[src/rtl/stat_pull_pkg.sv]
package stat_pull_pkg;

  typedef enum logic [1:0] {
    ST_IDLE  = 2'd0,
    ST_INTL  = 2'd1,
    ST_STACK = 2'd2,
    ST_LOAD  = 2'd3
  } seq_state_e;

  localparam logic [7:0] OPC_PULL_STATUS = 8'h28;
  localparam int         FLAG_BIT_UNUSED = 5;
  localparam int         FLAG_BIT_INDEX  = 4;

endpackage

[src/rtl/stat_pull_fsm.sv]
module stat_pull_fsm
  import stat_pull_pkg::*;
#(
  parameter int         OPC_W  = 8,
  parameter logic [7:0] OPCODE = OPC_PULL_STATUS
) (
  input  logic             clk,
  input  logic             rst_n,
  input  logic             start_i,
  input  logic [OPC_W-1:0] opcode_i,
  output logic             busy_o,
  output logic             inc_stage_o,
  output logic             load_stage_o
);

  seq_state_e state_q, state_d;
  logic       match;

  assign match = (opcode_i == OPCODE[OPC_W-1:0]);

  always_comb begin
    state_d = state_q;
    unique case (state_q)
      ST_IDLE:  if (start_i && match) state_d = ST_INTL;
      ST_INTL:  state_d = ST_STACK;
      ST_STACK: state_d = ST_LOAD;
      ST_LOAD:  state_d = ST_IDLE;
      default:  state_d = ST_IDLE;
    endcase
  end

  always_ff @(posedge clk or negedge rst_n) begin
    if (!rst_n) state_q <= ST_IDLE;
    else        state_q <= state_d;
  end

  assign busy_o       = (state_q != ST_IDLE);
  assign inc_stage_o  = (state_q == ST_STACK);
  assign load_stage_o = (state_q == ST_LOAD);

endmodule

[src/rtl/stat_pull_sp.sv]
module stat_pull_sp #(
  parameter int              SP_W     = 16,
  parameter int              LOW_W    = 8,
  parameter logic [SP_W-1:0] SP_RST   = 16'h01FF,
  parameter logic [7:0]      EMU_PAGE = 8'h01
) (
  input  logic            clk,
  input  logic            rst_n,
  input  logic            emu_i,
  input  logic            inc_en_i,
  input  logic            wr_en_i,
  input  logic [SP_W-1:0] wr_data_i,
  output logic [SP_W-1:0] next_addr_o,
  output logic [SP_W-1:0] sp_view_o
);

  localparam int HIGH_W = SP_W - LOW_W;

  logic [SP_W-1:0]  sp_q, sp_d;
  logic [SP_W-1:0]  wide_step;
  logic [LOW_W-1:0] low_step;
  logic [SP_W-1:0]  page_step;
  logic [SP_W-1:0]  page_view;
  logic             sp_en;

  assign wide_step = sp_q + {{(SP_W-1){1'b0}}, 1'b1};
  assign low_step  = sp_q[LOW_W-1:0] + {{(LOW_W-1){1'b0}}, 1'b1};

  generate
    if (HIGH_W > 0) begin : g_paged
      assign page_step = {EMU_PAGE[HIGH_W-1:0], low_step};
      assign page_view = {EMU_PAGE[HIGH_W-1:0], sp_q[LOW_W-1:0]};
    end else begin : g_flat
      assign page_step = low_step;
      assign page_view = sp_q;
    end
  endgenerate

  assign next_addr_o = emu_i ? page_step : wide_step;

  always_comb begin
    sp_en = 1'b0;
    sp_d  = sp_q;
    if (inc_en_i) begin
      sp_en = 1'b1;
      sp_d  = next_addr_o;
    end else if (wr_en_i) begin
      sp_en = 1'b1;
      sp_d  = wr_data_i;
    end
  end

  always_ff @(posedge clk or negedge rst_n) begin
    if (!rst_n)     sp_q <= SP_RST;
    else if (sp_en) sp_q <= sp_d;
  end

  assign sp_view_o = emu_i ? page_view : sp_q;

endmodule

[src/rtl/stat_pull_psr.sv]
module stat_pull_psr
  import stat_pull_pkg::*;
#(
  parameter int           P_W   = 8,
  parameter logic [P_W-1:0] P_RST = 8'h34,
  parameter logic         E_RST = 1'b1
) (
  input  logic           clk,
  input  logic           rst_n,
  input  logic           load_en_i,
  input  logic [P_W-1:0] load_data_i,
  input  logic           wr_en_i,
  input  logic [P_W-1:0] wr_data_i,
  input  logic           e_wr_en_i,
  input  logic           e_wr_data_i,
  output logic [P_W-1:0] p_view_o,
  output logic           e_o,
  output logic           xh_clr_o
);

  logic [P_W-1:0] p_q, p_d, emu_form;
  logic           p_en;
  logic           e_q;

  generate
    for (genvar b = 0; b < P_W; b++) begin : g_bit
      if (b == FLAG_BIT_UNUSED) begin : g_fixed
        assign emu_form[b] = 1'b1;
      end else begin : g_pass
        assign emu_form[b] = load_data_i[b];
      end
    end
  endgenerate

  always_comb begin
    p_en = 1'b0;
    p_d  = p_q;
    if (load_en_i) begin
      p_en = 1'b1;
      p_d  = e_q ? emu_form : load_data_i;
    end else if (wr_en_i) begin
      p_en = 1'b1;
      p_d  = wr_data_i;
    end
  end

  always_ff @(posedge clk or negedge rst_n) begin
    if (!rst_n)    p_q <= P_RST;
    else if (p_en) p_q <= p_d;
  end

  always_ff @(posedge clk or negedge rst_n) begin
    if (!rst_n)         e_q <= E_RST;
    else if (e_wr_en_i) e_q <= e_wr_data_i;
  end

  always_comb begin
    p_view_o = p_q;
    if (e_q) p_view_o[FLAG_BIT_UNUSED] = 1'b1;
  end

  assign e_o      = e_q;
  assign xh_clr_o = load_en_i & ~e_q & load_data_i[FLAG_BIT_INDEX];

endmodule

[src/rtl/stat_pull_seq.sv]
module stat_pull_seq
  import stat_pull_pkg::*;
#(
  parameter int         SP_W  = 16,
  parameter int         P_W   = 8,
  parameter int         OPC_W = 8
) (
  input  logic             clk,
  input  logic             rst_n,
  input  logic             start_i,
  input  logic [OPC_W-1:0] opcode_i,
  input  logic             sp_wr_en_i,
  input  logic [SP_W-1:0]  sp_wr_data_i,
  input  logic             p_wr_en_i,
  input  logic [P_W-1:0]   p_wr_data_i,
  input  logic             e_wr_en_i,
  input  logic             e_wr_data_i,
  output logic             mem_rd_en_o,
  output logic [SP_W-1:0]  mem_addr_o,
  input  logic [P_W-1:0]   mem_rd_data_i,
  output logic [SP_W-1:0]  sp_o,
  output logic [P_W-1:0]   p_o,
  output logic             e_o,
  output logic             busy_o,
  output logic             done_o,
  output logic             xh_clr_o
);

  logic inc_stage, load_stage, emu;

  stat_pull_fsm #(.OPC_W(OPC_W)) u_fsm (
    .clk          (clk),
    .rst_n        (rst_n),
    .start_i      (start_i),
    .opcode_i     (opcode_i),
    .busy_o       (busy_o),
    .inc_stage_o  (inc_stage),
    .load_stage_o (load_stage)
  );

  stat_pull_sp #(.SP_W(SP_W)) u_sp (
    .clk         (clk),
    .rst_n       (rst_n),
    .emu_i       (emu),
    .inc_en_i    (inc_stage),
    .wr_en_i     (sp_wr_en_i),
    .wr_data_i   (sp_wr_data_i),
    .next_addr_o (mem_addr_o),
    .sp_view_o   (sp_o)
  );

  stat_pull_psr #(.P_W(P_W)) u_psr (
    .clk         (clk),
    .rst_n       (rst_n),
    .load_en_i   (load_stage),
    .load_data_i (mem_rd_data_i),
    .wr_en_i     (p_wr_en_i),
    .wr_data_i   (p_wr_data_i),
    .e_wr_en_i   (e_wr_en_i),
    .e_wr_data_i (e_wr_data_i),
    .p_view_o    (p_o),
    .e_o         (emu),
    .xh_clr_o    (xh_clr_o)
  );

  assign e_o         = emu;
  assign mem_rd_en_o = inc_stage;
  assign done_o      = load_stage;

endmodule

[config.mk]
export PLATFORM = sky130hd
export DESIGN_NAME = stat_pull_seq
export DESIGN_NICKNAME = d
export VERILOG_FILES = /design/src/rtl/stat_pull_pkg.sv /design/src/rtl/stat_pull_fsm.sv /design/src/rtl/stat_pull_sp.sv /design/src/rtl/stat_pull_psr.sv /design/src/rtl/stat_pull_seq.sv
export SDC_FILE = /design/constraint.sdc
export NUM_CORES = 1
export LEC_CHECK = 0
export BUFFER_PORTS_ARGS = -buffer_cell sky130_fd_sc_hd__buf_2
export CAP_MARGIN = 20
export CORE_MARGIN = 1
export CORE_UTILIZATION = 46
export DETAILED_ROUTE_END_ITERATION = 12
export PLACE_DENSITY = 0.8
export RECOVER_POWER = 25
export SYNTH_ARGS = -nofsm -noshare
export SYNTH_HDL_FRONTEND = slang
export SYNTH_SLANG_ARGS = --single-unit
[constraint.sdc]
create_clock -name clk -period 1.8 [get_ports clk]
set_input_delay 0.09 -clock clk [delete_from_list [all_inputs] [get_ports clk]]
set_output_delay 0.09 -clock clk [all_outputs]
set_load 0.01 [all_outputs]
---- After elaboration in Yosys (flattened, before gate mapping) ----
Index checks and enable logic that the tools add are counted.
W data, S select, Z words.
cells by class
  add/subtract/negate cells ............... 2
  equal/unequal tests ..................... 5
  muxes and demuxes ....................... 14
  bitwise operators ....................... 3
  reduce and logical (&&, ||, !) cells .... 7
operators by type and width
  kind                     number
  $mux W16                 4
  $add A16 B1 Y16 const B  1
  $mux W8                  2
  $add A8 B1 Y8 const B    1
  $eq A8 B6 Y1 const B     1
  $pmux W2 S4              1
  $mux W6                  1
  $reduce_bool A2 Y1       3
  $mux W1                  5
  $eq A2 B2 Y1 const B     2
  $reduce_and A2 Y1        2
  $and A1 B1 Y1            2
  $eq A2 B1 Y1 const B     1
  $logic_not A2 Y1         1
  $mux W2                  1
  $ne A2 B1 Y1 const B     1
  $logic_and A1 B1 Y1      1
  $not A1 Y1               1
storage, ports and cells
  flip-flop bits (word level) ............. 27
  output and inout bits ................... 45
  word-level logic and storage cells ...... 35

---- Logic depth before layout (Yosys ltp) ----
  depth after elaboration ................. 4
  gate-level depth with buffers ........... 6
  gate-level depth less buffers ........... 6

---- By module ----
From an unflattened synthesis, not the netlist that was laid out.
second synthesis, totals
  cell total of the unflattened synthesis .. 211
  area total of the unflattened synthesis .. 1,938.1 µm²
modules (own cells, without submodules)
  module         instances  cells an instance  area an instance (µm²)  sequential area each (µm²)
  stat_pull_sp   1          150                1,286.2                 411.6
  stat_pull_psr  1          45                 481.7                   230.2
  stat_pull_fsm  1          16                 170.2                   50.0

---- Least setup slack after synthesis ----
OpenSTA, ideal clock, no wires.
  kind .................................... reg2reg
  start point ............................. register u_sp.sp_q[0]
  end point ............................... register u_sp.sp_q[12]
  arrival time ............................ 1.441 ns
  setup slack ............................. 0.222 ns
  stages on the path, launching flop included .. 6
  path buffers ............................ 0
  path through ............................ dfstp_2 > ha_1 > nand2_1 > nor4_4 > xnor2_1 > o22ai_1
between the ends
  longest elaborated chain between the ends .. 3
RTL lines
  element                 line                text
  from (decl)             stat_pull_sp.sv:19  logic [SP_W-1:0] sp_q, sp_d;
  from (signal assigned)  stat_pull_sp.sv:55  else if (sp_en) sp_q <= sp_d;
  $add A16 B1 Y16         stat_pull_sp.sv:26  assign wide_step = sp_q + {{(SP_W-1){1'b0}}, 1'b1};
  $mux W16                stat_pull_sp.sv:39  assign next_addr_o = emu_i ? page_step : wide_step;
  $mux W16                stat_pull_sp.sv:44  if (inc_en_i) begin
Every way passes these cells.
A chain may end at the register's enable or synchronous reset.

---- Worst setup path after layout ----
  start point ............................. register u_sp.sp_q[3]
  end point ............................... output port mem_addr_o[12]
between the ends
  longest elaborated chain between the ends .. 2
RTL lines
  element          line                 text
  $add A16 B1 Y16  stat_pull_sp.sv:26
  $mux W16         stat_pull_sp.sv:39
  to (decl)        stat_pull_seq.sv:19  output logic [SP_W-1:0] mem_addr_o,
Every way passes these cells.

==> qor.json <==
{
  "run_status": {
    "outcome": "finished, violations left",
    "failed_checks": "setup timing"
  },
  "yosys": {
    "syn_inst": 202,
    "yosys.cell_types.count": 39,
    "yosysWarningCount": 0,
    "synth_top_cell_area_share_pct": 18.4,
    "syn_nets": 254,
    "synth_enable_flop_cells": 0,
    "yosysSeqAreaShare_pct": 36.4,
    "post_synthesis_sequential_element_count": 27,
    "avgSynthCellArea_um2": 9.42,
    "yosys-top-cells-count": "17 x mux2i_1, 17 x nand2_1, 16 x buf_4, 14 x dfrtp_1, 14 x nor2_1",
    "synth_area_leaders": "dfrtp_1 18%, dfstp_2 18%, mux2i_1 8.9%, buf_4 6.3%, xnor2_1 6.0%",
    "asyncSetResetFlopFracSynth_pct": 100,
    "synthFlopType": "dfrtp_1",
    "post-synth-top-area-cell": "dfrtp_1",
    "netlist_area_mm2": 0.00190
  },
  "floorplan": {
    "start_util_pct": 47.6,
    "rows": 23,
    "die-height_um": 66.3,
    "design.core.area_mm2": 0.00400,
    "overall_die_area_mm2": 0.00440,
    "floorplan.die.width_um": 66.3,
    "top_level_ports": 92
  },
  "timing": {
    "final-max-slew-violation-count": 0,
    "relSlewSlack_pct": 55.0,
    "setup_repair_after_global_routing_missed_its_margin": "yes",
    "worst_clock_skew_ns": 0.00391,
    "timing.final.hold_violations": 0,
    "finalCritPeriodShare_pct": 102,
    "final.setup.worst_slack_ns": -0.0291,
    "timing.final.setup_violations": 6,
    "final_period_minus_worst_setup_slack_ns": 1.83,
    "tightestPinTransition_ns": 0.675,
    "setup_tns_ns": -0.109,
    "fmax_ghz": 0.547
  },
  "min_path": {
    "worst_hold_path_type": "in2reg"
  },
  "finish": {
    "fin_nets": 344,
    "antenna_cells_inserted": 0,
    "layout.filler_cells": 336,
    "syn2layout_area_growth_pct": 32.5,
    "postLayoutCoreUtil_pct": 63.0,
    "drive_above_1_share_pct": 51.9
  },
  "setup_path": {
    "critical_path.cell_chain": "nand4_2 -> buf_6 -> nor4_4 -> xnor2_1 -> nor2_1 -> buf_2",
    "timing.critical_path.slowest_stage_cell": "dfstp_2",
    "worstPathRequired_ns": 1.71,
    "critPathArrivalTime_ns": 1.74,
    "critPathMaxFanout": 11,
    "timing.critical_path.max_delay_family": "flip-flops",
    "crit_path_max_incr_delay_ns": 0.55,
    "critPathKind": "reg2out",
    "cp-start-kind": "flop",
    "cp.buffers_inverters": 2,
    "critPathCaptureType": "primary output"
  },
  "flow_run": {
    "drv_cap": 0
  },
  "global_route": {
    "largest_net_degree_at_the_start_of_global_routing": 28,
    "grt_remaining_overflow": 0,
    "first_global_vias": 1671,
    "number_of_antenna_violations_at_the_first_check_in_global_routing": 0,
    "grt_pass1_wl_um": 7420,
    "grt.total_usage_pct": 21.9
  },
  "drt": {
    "drt_drc_violations_left": 0,
    "route.detailed.wl_per_inst_um": 13.7,
    "drt-initial-drc-count": 37,
    "vias_per_cell": 5.17,
    "detailroute.via_count": 1762,
    "antenna_violating_nets_post_route": 0,
    "routed_wl_um": 4670,
    "detailedRoute.firstPassIterationCount": 4
  },
  "power": {
    "powerDensity_mw_per_mm2": 1640,
    "leakage_nw": 1.26,
    "vdd.ir_drop.worst_uv": 998,
    "post_route_total_power_mw": 4.13
  },
  "cts": {
    "cts_inserted_buffers": 3,
    "clock_sinks": 27,
    "htreeDepth": 1,
    "clock_latency_ns": 0.27,
    "tritoncts": "yes",
    "cts.clk_slew.worst_paths_ns": 0.10,
    "cts-root-buf": "clkbuf_8",
    "cts-root-to-sink-buffers": 2
  },
  "placement": {
    "gp_congestion": 0.804,
    "place_hpwl_um": 3300,
    "placement.io_buffers": 91
  }
}
[power by group]
group / internal, mW / leakage, nW / switching, mW / total [mW]
Combinational: 1.15 / 0.924 / 1.34 / 2.49
Clock: 0.155 / 0.0255 / 0.194 / 0.349
Sequential: 1.01 / 0.305 / 0.290 / 1.30
Total: 2.31 / 1.26 / 1.82 / 4.13
[path summary, 6_finish.rpt]
path                                              startpoint                           end  slack, ns  cells after the start
worst max register to register  u_fsm.state_q[0]$_DFFE_PN0P_      u_sp.sp_q[7]$_DFFE_PN1P_       0.24                      6
min in group asynchronous                              rst_n  u_fsm.state_q[1]$_DFFE_PN0P_       0.39                      2
max in group asynchronous                              rst_n     u_sp.sp_q[11]$_DFFE_PN0P_       0.93                      2
worst min-delay path                        mem_rd_data_i[6]      u_psr.p_q[6]$_DFFE_PN0P_       0.03                      3
worst max-delay path                u_sp.sp_q[3]$_DFFE_PN1P_                mem_addr_o[12]      -0.03                      6
worst min register to register         u_psr.e_o$_DFFE_PN1P_      u_psr.p_q[5]$_DFFE_PN1P_       0.55                      2
[cell usage in the layout, fill, tap and decap left out, types with 3 or more instances in the layout]
cell,count
buf_2,90
mux2i_1,17
buf_4,17
nand2_1,16
nor2_1,14
dfrtp_1,13
dfstp_2,13
o21ai_0,12
xnor2_1,10
inv_1,10
o22ai_1,8
nor2b_1,7
a21oi_1,6
nor4_4,4
nor3_1,4
nand4_1,3
xnor2_2,3
or2_2,3
ha_1,3
clkbuf_8,3
[metrics by stage]
step / hold WS [ns] / worst slack [ns] / cells / area (um^2)
after CTS: 0.0277 / -0.0368 / 341 / 2490
after global placement: 0.137 / 0.176 / 325 / 2310
after global routing: 0.0375 / -0.126 / 341 / 2520
after detailed placement: 0.135 / 0.180 / 325 / 2310
final: 0.0263 / -0.0291 / 341 / 2520
after floorplan: -0.206 / 0.222 / 202 / 1900
[metal layers]
layer  GRT usage (%)  part of all wire, %
met1            26.9                   43
met2            39.3                   49
met3            3.10                  6.1
met4            6.65                  1.4
met5               0                    0
[state kept, by name, summed over array words and instances, names as in the netlist]
signal	flops
u_fsm.state_q	2
u_psr.e_o	1
u_psr.p_q	8
u_sp.sp_q	16
[cell type report]
class | instances | area [um^2] | area share (%)
clock buffer | 3 | 41.3 | 1.64
sequential | 27 | 693 | 27.5
inverter | 10 | 37.5 | 1.49
clock inverter | 1 | 5.00 | 0.199
multi-input combinational | 139 | 1070 | 42.3
timing repair buffer | 111 | 616 | 24.4
tap | 50 | 62.6 | 2.48
[cell families after synthesis]
logic type,synth area share (%)
AOI/OAI and AO/OA,11.9
xor gates and xnor gates,6.44
adders and majority gates,3.29
buffers and inverters,10.8
DFF,36.4
muxes,10.1
and+or+nand+nor,21.1
[worst reg2reg max path, stage by stage, from the launching register on]
cell	delay, ns
dfrtp_1	0.39
inv_1	0.13
ha_2	0.28
inv_1	0.14
nand2_1	0.22
nor2_1	0.07
a311oi_1	0.25
[timing repair]
item	in CTS	in global routing
setup endpoints to repair	10	11
gates resized for setup	8	7
pin swaps	3	5
buffers inserted	11	0
hold endpoints to repair	14	0
hold buffers	1	0
Power figures use the tool's default switching activity.
